### src/rtl/undo_log_pkg.sv
package undo_log_pkg;

    typedef enum logic [0:0] {
        ST_IDLE = 1'b0,
        ST_WALK = 1'b1
    } walk_state_e;

endpackage

### src/rtl/undo_log_ram.sv
module undo_log_ram #(
    parameter int DEPTH = 16,
    parameter int WIDTH = 36,
    localparam int PTR_W = $clog2(DEPTH)
) (
    input  logic             clk,
    input  logic             wr_en,
    input  logic [PTR_W-1:0] wr_idx,
    input  logic [WIDTH-1:0] wr_data,
    input  logic [PTR_W-1:0] rd_old_idx,
    input  logic [PTR_W-1:0] rd_young_idx,
    output logic [WIDTH-1:0] rd_old_data,
    output logic [WIDTH-1:0] rd_young_data
);

    logic [WIDTH-1:0] slot_d [DEPTH];
    logic [WIDTH-1:0] slot_q [DEPTH];

    always_comb begin
        for (int i = 0; i < DEPTH; i++) begin
            slot_d[i] = slot_q[i];
        end
        if (wr_en) begin
            slot_d[wr_idx] = wr_data;
        end
    end

    always_ff @(posedge clk) begin
        for (int i = 0; i < DEPTH; i++) begin
            slot_q[i] <= slot_d[i];
        end
    end

    assign rd_old_data   = slot_q[rd_old_idx];
    assign rd_young_data = slot_q[rd_young_idx];

endmodule

### src/rtl/undo_log_ptrs.sv
module undo_log_ptrs #(
    parameter int DEPTH = 16,
    localparam int PTR_W = $clog2(DEPTH),
    localparam int CNT_W = PTR_W + 1
) (
    input  logic             clk,
    input  logic             rst_n,
    input  logic             push,
    input  logic             pop_old,
    input  logic             pop_young,
    output logic [PTR_W-1:0] old_idx,
    output logic [PTR_W-1:0] young_idx,
    output logic [PTR_W-1:0] wr_idx,
    output logic [CNT_W-1:0] occ,
    output logic             full,
    output logic             empty
);

    localparam logic [PTR_W-1:0] LAST_IDX  = PTR_W'(DEPTH - 1);
    localparam logic [CNT_W-1:0] DEPTH_CNT = CNT_W'(DEPTH);

    typedef struct packed {
        logic [PTR_W-1:0] head;
        logic [PTR_W-1:0] tail;
        logic [CNT_W-1:0] cnt;
    } ptr_s;

    ptr_s ptr_d, ptr_q;

    function automatic logic [PTR_W-1:0] step_up(input logic [PTR_W-1:0] p);
        return (p == LAST_IDX) ? '0 : p + PTR_W'(1);
    endfunction

    function automatic logic [PTR_W-1:0] step_down(input logic [PTR_W-1:0] p);
        return (p == '0) ? LAST_IDX : p - PTR_W'(1);
    endfunction

    always_comb begin
        ptr_d = ptr_q;
        if (push) begin
            ptr_d.tail = step_up(ptr_q.tail);
        end else if (pop_young) begin
            ptr_d.tail = step_down(ptr_q.tail);
        end
        if (pop_old) begin
            ptr_d.head = step_up(ptr_q.head);
        end
        ptr_d.cnt = ptr_q.cnt + CNT_W'(push) - CNT_W'(pop_old) - CNT_W'(pop_young);
    end

    always_ff @(posedge clk or negedge rst_n) begin
        if (!rst_n) begin
            ptr_q <= '0;
        end else begin
            ptr_q <= ptr_d;
        end
    end

    assign old_idx   = ptr_q.head;
    assign wr_idx    = ptr_q.tail;
    assign young_idx = step_down(ptr_q.tail);
    assign occ       = ptr_q.cnt;
    assign full      = (ptr_q.cnt == DEPTH_CNT);
    assign empty     = (ptr_q.cnt == '0);

endmodule

### src/rtl/undo_log_ctrl.sv
module undo_log_ctrl
    import undo_log_pkg::*;
#(
    parameter int SEQ_W  = 16,
    parameter int AREG_W = 5,
    parameter int PREG_W = 7,
    localparam int ENT_W = 1 + SEQ_W + AREG_W + 2 * PREG_W
) (
    input  logic              clk,
    input  logic              rst_n,
    input  logic              push_valid,
    input  logic              full,
    input  logic              empty,
    input  logic              commit_valid,
    input  logic [SEQ_W-1:0]  commit_seq,
    input  logic              squash_valid,
    input  logic [SEQ_W-1:0]  squash_seq,
    input  logic [ENT_W-1:0]  old_ent,
    input  logic [ENT_W-1:0]  young_ent,
    output logic              push_en,
    output logic              pop_old,
    output logic              pop_young,
    output logic              busy,
    output logic              restore_valid,
    output logic [AREG_W-1:0] restore_areg,
    output logic [PREG_W-1:0] restore_preg,
    output logic              free_valid,
    output logic [PREG_W-1:0] free_preg
);

    typedef struct packed {
        logic              marker;
        logic [SEQ_W-1:0]  seq;
        logic [AREG_W-1:0] areg;
        logic [PREG_W-1:0] new_preg;
        logic [PREG_W-1:0] prev_preg;
    } entry_t;

    typedef struct packed {
        walk_state_e       state;
        logic [SEQ_W-1:0]  bound;
        logic              rst_v;
        logic [AREG_W-1:0] rst_areg;
        logic [PREG_W-1:0] rst_preg;
        logic              fre_v;
        logic [PREG_W-1:0] fre_preg;
    } ctrl_s;

    ctrl_s  ctl_d, ctl_q;
    entry_t oldest, youngest;

    // Wrap-safe ordering: a is younger than b when a - b is positive
    function automatic logic is_younger(input logic [SEQ_W-1:0] a,
                                        input logic [SEQ_W-1:0] b);
        logic signed [SEQ_W-1:0] diff;
        diff = signed'(a - b);
        return diff > 0;
    endfunction

    always_comb begin
        oldest   = entry_t'(old_ent);
        youngest = entry_t'(young_ent);
    end

    always_comb begin
        ctl_d          = ctl_q;
        ctl_d.rst_v    = 1'b0;
        ctl_d.fre_v    = 1'b0;
        pop_old        = 1'b0;
        pop_young      = 1'b0;
        push_en        = 1'b0;

        unique case (ctl_q.state)
            ST_IDLE: begin
                push_en = push_valid && !full;
                if (squash_valid) begin
                    ctl_d.state = ST_WALK;
                    ctl_d.bound = squash_seq;
                end else if (commit_valid && !empty && oldest.seq == commit_seq) begin
                    pop_old = 1'b1;
                    if (!oldest.marker) begin
                        ctl_d.fre_v    = 1'b1;
                        ctl_d.fre_preg = oldest.prev_preg;
                    end
                end
            end
            ST_WALK: begin
                if (!empty && is_younger(youngest.seq, ctl_q.bound)) begin
                    pop_young = 1'b1;
                    if (!youngest.marker) begin
                        ctl_d.rst_v    = 1'b1;
                        ctl_d.rst_areg = youngest.areg;
                        ctl_d.rst_preg = youngest.prev_preg;
                        ctl_d.fre_v    = 1'b1;
                        ctl_d.fre_preg = youngest.new_preg;
                    end
                end else begin
                    ctl_d.state = ST_IDLE;
                end
            end
            default: ctl_d.state = ST_IDLE;
        endcase
    end

    always_ff @(posedge clk or negedge rst_n) begin
        if (!rst_n) begin
            ctl_q       <= '0;
            ctl_q.state <= ST_IDLE;
        end else begin
            ctl_q <= ctl_d;
        end
    end

    assign busy          = (ctl_q.state == ST_WALK);
    assign restore_valid = ctl_q.rst_v;
    assign restore_areg  = ctl_q.rst_areg;
    assign restore_preg  = ctl_q.rst_preg;
    assign free_valid    = ctl_q.fre_v;
    assign free_preg     = ctl_q.fre_preg;

endmodule

### src/rtl/rename_undo_log.sv
module rename_undo_log #(
    parameter int DEPTH  = 16,
    parameter int SEQ_W  = 16,
    parameter int AREG_W = 5,
    parameter int PREG_W = 7
) (
    input  logic              clk,
    input  logic              rst_n,
    input  logic              push_valid,
    input  logic [SEQ_W-1:0]  push_seq,
    input  logic              push_has_dest,
    input  logic [AREG_W-1:0] push_areg,
    input  logic [PREG_W-1:0] push_new_preg,
    input  logic [PREG_W-1:0] push_prev_preg,
    output logic              full,
    input  logic              commit_valid,
    input  logic [SEQ_W-1:0]  commit_seq,
    input  logic              squash_valid,
    input  logic [SEQ_W-1:0]  squash_seq,
    output logic              busy,
    output logic              restore_valid,
    output logic [AREG_W-1:0] restore_areg,
    output logic [PREG_W-1:0] restore_preg,
    output logic              free_valid,
    output logic [PREG_W-1:0] free_preg
);

    localparam int PTR_W = $clog2(DEPTH);
    localparam int CNT_W = PTR_W + 1;
    localparam int ENT_W = 1 + SEQ_W + AREG_W + 2 * PREG_W;

    logic [PTR_W-1:0] old_idx, young_idx, wr_idx;
    logic [CNT_W-1:0] occ_w;
    logic             empty_w;
    logic             push_en, pop_old, pop_young;
    logic [ENT_W-1:0] wr_ent, old_ent, young_ent;

    // Marker entries keep only the sequence number; register fields are zero
    assign wr_ent = push_has_dest
        ? {1'b0, push_seq, push_areg, push_new_preg, push_prev_preg}
        : {1'b1, push_seq, {(AREG_W + 2 * PREG_W){1'b0}}};

    undo_log_ptrs #(
        .DEPTH (DEPTH)
    ) u_ptrs (
        .clk       (clk),
        .rst_n     (rst_n),
        .push      (push_en),
        .pop_old   (pop_old),
        .pop_young (pop_young),
        .old_idx   (old_idx),
        .young_idx (young_idx),
        .wr_idx    (wr_idx),
        .occ       (occ_w),
        .full      (full),
        .empty     (empty_w)
    );

    undo_log_ram #(
        .DEPTH (DEPTH),
        .WIDTH (ENT_W)
    ) u_ram (
        .clk           (clk),
        .wr_en         (push_en),
        .wr_idx        (wr_idx),
        .wr_data       (wr_ent),
        .rd_old_idx    (old_idx),
        .rd_young_idx  (young_idx),
        .rd_old_data   (old_ent),
        .rd_young_data (young_ent)
    );

    undo_log_ctrl #(
        .SEQ_W  (SEQ_W),
        .AREG_W (AREG_W),
        .PREG_W (PREG_W)
    ) u_ctrl (
        .clk           (clk),
        .rst_n         (rst_n),
        .push_valid    (push_valid),
        .full          (full),
        .empty         (empty_w),
        .commit_valid  (commit_valid),
        .commit_seq    (commit_seq),
        .squash_valid  (squash_valid),
        .squash_seq    (squash_seq),
        .old_ent       (old_ent),
        .young_ent     (young_ent),
        .push_en       (push_en),
        .pop_old       (pop_old),
        .pop_young     (pop_young),
        .busy          (busy),
        .restore_valid (restore_valid),
        .restore_areg  (restore_areg),
        .restore_preg  (restore_preg),
        .free_valid    (free_valid),
        .free_preg     (free_preg)
    );

endmodule

### config.mk
export PLATFORM = sky130hd
export DESIGN_NAME = rename_undo_log
export DESIGN_NICKNAME = d
export VERILOG_FILES = /design/src/rtl/undo_log_pkg.sv /design/src/rtl/undo_log_ram.sv /design/src/rtl/undo_log_ptrs.sv /design/src/rtl/undo_log_ctrl.sv /design/src/rtl/rename_undo_log.sv
export SDC_FILE = /design/constraint.sdc
export NUM_CORES = 1
export LEC_CHECK = 0
export ABC_AREA = 1
export BUFFER_PORTS_ARGS = -buffer_cell sky130_fd_sc_hd__buf_2
export CAP_MARGIN = 20
export CORE_MARGIN = 3
export CORE_UTILIZATION = 30
export DETAILED_ROUTE_END_ITERATION = 12
export PLACE_DENSITY = 0.42
export SYNTH_ARGS = -nofsm -noshare
export SYNTH_HDL_FRONTEND = slang
export SYNTH_SLANG_ARGS = --single-unit
### constraint.sdc
create_clock -name clk -period 5.93 [get_ports clk]
set_clock_uncertainty 0.2 [all_clocks]
set_input_delay 0.593 -clock clk [delete_from_list [all_inputs] [get_ports clk]]
set_output_delay 0.593 -clock clk [all_outputs]
set_load 0.02 [all_outputs]
==> Word level (Yosys, flattened, before mapping) <==
Memories as Yosys holds them, arrays and structs flattened.
Index checks and enable logic that the tools add are counted.
{ "classes": {"n_addsub": 7, "order_cmp": 3, "n_eq_ne": 9, "muxes": 25, "bitwise_logic": 3, "n_reduce_logical": 13} }
{ "op_table": {"columns": ["cell", "count"], "rows": [
  ["$bwmux W576", 1],
  ["$mux W576", 1],
  ["$demux W36 S4", 1],
  ["$mux W36", 2],
  ["$mux W21", 2],
  ["$mux W8", 3],
  ["$mux W4", 5],
  ["$mux W17", 1],
  ["$eq A16 B16 Y1", 1],
  ["$gt A16 B1 Y1 const B", 1],
  ["$pmux W8 S2", 1],
  ["$sub A16 B16 Y16", 1],
  ["$mux W13", 1],
  ["$sub A5 B1 Y5", 2],
  ["$add A4 B1 Y4 const B", 2],
  ["$eq A4 B4 Y1 const B", 2],
  ["$ne A2 B2 Y1 const B", 4],
  ["$mux W1", 6],
  ["$add A5 B1 Y5", 1],
  ["$eq A5 B5 Y1 const B", 1],
  ["$ge A5 B5 Y1 const B", 1],
  ["$logic_and A1 B1 Y1", 5],
  ["$logic_not A5 Y1", 1],
  ["$lt A5 B1 Y1 const B", 1],
  ["11 further kinds", 13]
]} }
{ "totals": {"regBits": 51, "ram_bits": 576, "inputBits": 73, "out_inout_bits": 23, "wordCells": 71, "memories": 1} }
{ "mem_list": {"columns": ["name", "words", "word_bits", "read_ports", "rd_ports_with_merged_regs", "wr", "line_no", "source"], "rows": [
  ["u_ram.slot_q", 16, 36, 18, 0, 16, "undo_log_ram.sv:17", "logic [WIDTH-1:0] slot_q [DEPTH];"]
]} }

==> Logic depth before layout (Yosys ltp) <==
An unclocked memory read counts as a cell.
{ "depth": {"word_depth": 10, "depth_mapped": 38, "mapped_depth_nobuf": 35} }

==> By module <==
From an unflattened synthesis, not the netlist that was laid out.
{ "hier_totals": {"hier_cells": 4280, "hier_area_um2": 34794.6} }
{ "modules_own_cells": {"columns": ["mod", "n_inst", "cells_per_inst", "area_per_inst_um2", "seq_area_each_um2"], "rows": [
  ["undo_log_ram", 1, 3656, 30504.3, 17296.6],
  ["undo_log_ctrl", 1, 484, 3256.9, 950.9],
  ["undo_log_ptrs", 1, 99, 864.6, 325.3],
  ["rename_undo_log", 1, 41, 168.9, 0.0]
]} }

==> Least setup slack after synthesis <==
OpenSTA, ideal clock, no wires.
{ "synth_timing": {"path_type": "reg2reg", "startpoint": "reg u_ptrs.ptr_q (netlist bit u_ptrs.wr_idx[0])", "endpoint": "reg u_ptrs.ptr_q (netlist bit u_ptrs.occ[3])", "setup_ps": 123, "arrival_ps": 5106, "t_required_ps": 5607, "setup_slack_ps": 501, "path_stages_with_launch": 34, "path_buffers": 4, "synth_period_minus_slack_ps": 5429, "cell_sequence": "dfrtp_1 > inv_1 > ha_1 > clkbuf_1 > inv_1 > buf_2 > buf_2 > clkbuf_1 > o21ai_0 > a21oi_1 > o221ai_1 > nand2_1 > inv_1 > ha_1 > inv_1 > fa_1 > inv_1 > nand2_1 > nor2_1 > nand3_1 > nor2_1 > nand3_1 > nor2_1 > nand3_1 > nor3_1 > nand2_1 > nand2_2 > nand2_1 > ha_1 > inv_1 > ha_1 > ha_1 > fa_1 > xnor2_1"} }
{ "synth_rtl": {"columns": ["element", "line_no", "source"], "rows": [
  ["start, declared", "undo_log_ptrs.sv:28", "ptr_s ptr_d, ptr_q;"],
  ["start signal, assigned", "undo_log_ptrs.sv:55", "ptr_q <= ptr_d;"]
]} }

==> metrics.txt <==
Max-slew headroom 24.3%; Clk pwr share 22.1%; synth top area cells edfxtp_1 55%, nand2_1 9.6%, o21ai_0 5.8%; switch share 46.7%; Min-Delay Endpoint u_ctrl.ctl_q[26]; Seq pwr share 26.4%; hold depth 3; DRT iter0 DRCs 2188; Commonest cells post-synth 795 x nand2_1, 576 x edfxtp_1, 364 x o21ai_0; Tcrit/Tclk final 93.1%; Total Routing Usage GR 20.0%; top-count cell post-synth nand2_1; Fmax 0.181 GHz; H-tree depth 3; YS warnings 0; Yosys top cell by area edfxtp_1; Max Cap Viol 0; CP Max Fanout 53; Crit path top cell by count nand2_1; top cell type's share of synthesized area 55.4%; mapped cell area 31200 um2; Slew @ Worst Pin 1140 ps; Post-Layout Cell Count 4828; status finished clean; r2r startpoint u_ptrs.wr_idx[1]; routed via count 24100; R2R Setup Slk 410 ps; clock slew at reported path FFs 60 ps; vias in the first global route 23200; Starting Density 30.5%; Post-Syn Area per Cell 9.32 um2; crit path time final 5520 ps; final setup fails 0; Final ANT Viol Nets 0; Critical Path AT 5840 ps; Critical Setup Path Class reg2reg; Placed Cells 4670; Clock Sinks 627; root buffer cell clkbuf_16; DRT Wirelength 110000 um; unrepaired setup endpoints after global routing no; final hold vios 0; Unique masters post-synth 39; Die ar. 108000 um2; clock tree buffer depth 3; Filler cells 10500; peak supply drop 0.652 mV; Worst EP required 6250 ps; IO buf count 95; DRC 0; met2 usage in global routing 32.1%; Setup crit start kind flip-flop; drt wl/cell 22.8 um; largest net degree at the start of global routing 208; Leak 14.1 nW; Hold Crit Class in2reg; async set or reset register ratio after synthesis 8.13%; row cnt 117; crit-path max cell delay 470 ps; drt first pass iters 7; internal power 10.9 mW; IO Count 96; Setup crit end kind flip-flop; Top FF cell, synth edfxtp_1; CORE AREA 102000 um2; Power Density 573 nW/um2; first-pass GRT wire length 160000 um; CTS tree yes; met3 usage 2.57%; pins over their slew limit 0; NetSw 9.58 mW; syn nets 3451; total gr overflow 0; Most Used Layer, Global Route met2; Hold Crit Start squash_seq[5]; Seq/Total Area, Yosys 59.5%; CP max stage cell fa_1; die height 329 um; Routability Congestion 0.860; Die Wd 329 um; FF-to-FF End u_ptrs.occ[3]; area delta synth->final 14.7%; Syn Inst Count 3348; Seq cells post-synth 627; EDFF count, synth 576; post-route setup TNS 0 ps; Skew-Pair Late Insertion Delay 650 ps; share of layout cells above drive strength 1 9.95%; Reg2Reg Depth 30; Logic pwr share 51.5%; via/cell ratio 4.99; Final #Nets 3501; initial antenna violation count 5; CTS Buf Count 76; dpl hpwl 64100 um; met1 usage in global routing 28.3%
-- through the flow --
stage | setup slack, ps | hold slack (ps) | total power [mW] | util [%] | instance area (um2)
2_1_floorplan | 501 | 97.4 | 12.3 | - | 31200
3_3_place_gp | 324 | 268 | 16.1 | 32.4 | 33200
3_5_place_dp | 200 | 266 | 16.0 | 32.4 | 33200
4_1_cts | 180 | 10.5 | 20.6 | 34.9 | 35700
5_1_grt | 8.19 | 54.2 | 22.0 | 34.9 | 35800
6_report | 411 | 55.2 | 20.5 | 34.9 | 35800
-- worst max-delay path, delay by kind of cell, from the launching register on --
kind                       cells  cell delay, ps
DFF                            1             440
buffers and inverters          5             680
adders and majority gates      7            1920
xor gates and xnor gates       1             130
AOI/OAI and AO/OA              2             290
and+or+nand+nor               15            1730
-- cells by family after synthesis --
family                   share of synthesized area (%)
AND/OR/NAND/NOR                                   18.2
AO/OA/AOI/OAI                                     12.6
flip-flops                                        59.5
buffers and inverters                             8.34
adder cells (fa/ha/maj)                           1.25
XOR/XNOR                                         0.140
multiplexers                                    0.0361
-- power groups by stage --
stage               sequential [mW]  clock, mW  combinational, mW
floorplan                      5.48          0               6.82
CTS                            5.41       4.68               10.6
finish                         5.41       4.54               10.6
global route                   5.44       4.83               11.8
detailed placement             5.50          0               10.5
global placement               5.50          0               10.6
-- registers in the layout, indices dropped and copies added (netlist names), 4 cells and up --
name,flops
u_ram.slot_q,576
u_ctrl.free_preg,7
u_ctrl.ctl_q,16
u_ctrl.restore_preg,7
u_ptrs.wr_idx,4
u_ctrl.restore_areg,5
u_ptrs.old_idx,4
u_ptrs.occ,5
-- layout make-up --
cell class	count	area, um2	share of cell area [%]
Clock buffer	103	2070	5.79
Timing Repair Buffer	194	1470	4.10
Clock inverter	35	314	0.877
Multi-Input combinational cell	2119	10200	28.5
Antenna cell	2	5.00	0.0140
Sequential cell	627	18600	51.9
Inverter	380	1440	4.02
Tap cell	1368	1710	4.78
-- per-layer routing --
layer / up-vias / wire, um
li1: 11500 / -
met1: 11700 / 51100
met2: 727 / 50500
met3: 129 / 5790
met4: 2 / 2540
met5: - / 12
-- what timing repair did --
item	in CTS	in global routing
hold endpoints to repair	66	0
setup endpoints to repair	0	3
buffers inserted	0	0
hold buffers	16	0
resized for setup	0	9
-- how the worst max path moves through the flow --
stage	slack, ps	endpoint	from
3_3_place_gp	320	u_ptrs.occ[3]	u_ptrs.wr_idx[1]
3_5_place_dp	200	u_ptrs.occ[3]	u_ptrs.wr_idx[1]
2_1_floorplan	500	u_ptrs.occ[3]	u_ptrs.wr_idx[0]
6_report	410	u_ptrs.occ[3]	u_ptrs.wr_idx[1]
5_1_grt	8	u_ptrs.occ[3]	u_ptrs.wr_idx[1]
4_1_cts	180	u_ptrs.occ[3]	u_ptrs.wr_idx[1]
-- cells in the final DEF (no fill, tap or decap), types with 4 or more instances in the layout --
cell type | synthesis | final
buf_4 | 28 | 64
clkinv_2 | 0 | 13
o221ai_1 | 38 | 38
nand3_1 | 319 | 319
clkbuf_1 | 87 | 21
o21a_1 | 6 | 6
o21ai_0 | 364 | 364
inv_2 | 18 | 18
nand2_1 | 795 | 792
nor2_4 | 1 | 15
o211ai_1 | 54 | 54
nor2_2 | 7 | 6
nor2_1 | 211 | 198
dlygate4sd3_1 | 0 | 16
dfrtp_1 | 51 | 48
buf_2 | 70 | 95
clkinv_1 | 8 | 22
a31oi_1 | 8 | 8
clkbuf_8 | 0 | 5
buf_12 | 0 | 14
inv_1 | 354 | 351
nand4_1 | 19 | 19
edfxtp_1 | 576 | 576
nor3_2 | 1 | 4
ha_1 | 28 | 26
a21oi_1 | 183 | 183
o21ai_1 | 44 | 44
o22ai_1 | 15 | 15
clkbuf_16 | 0 | 77
(Power assumes the default switching activity.)
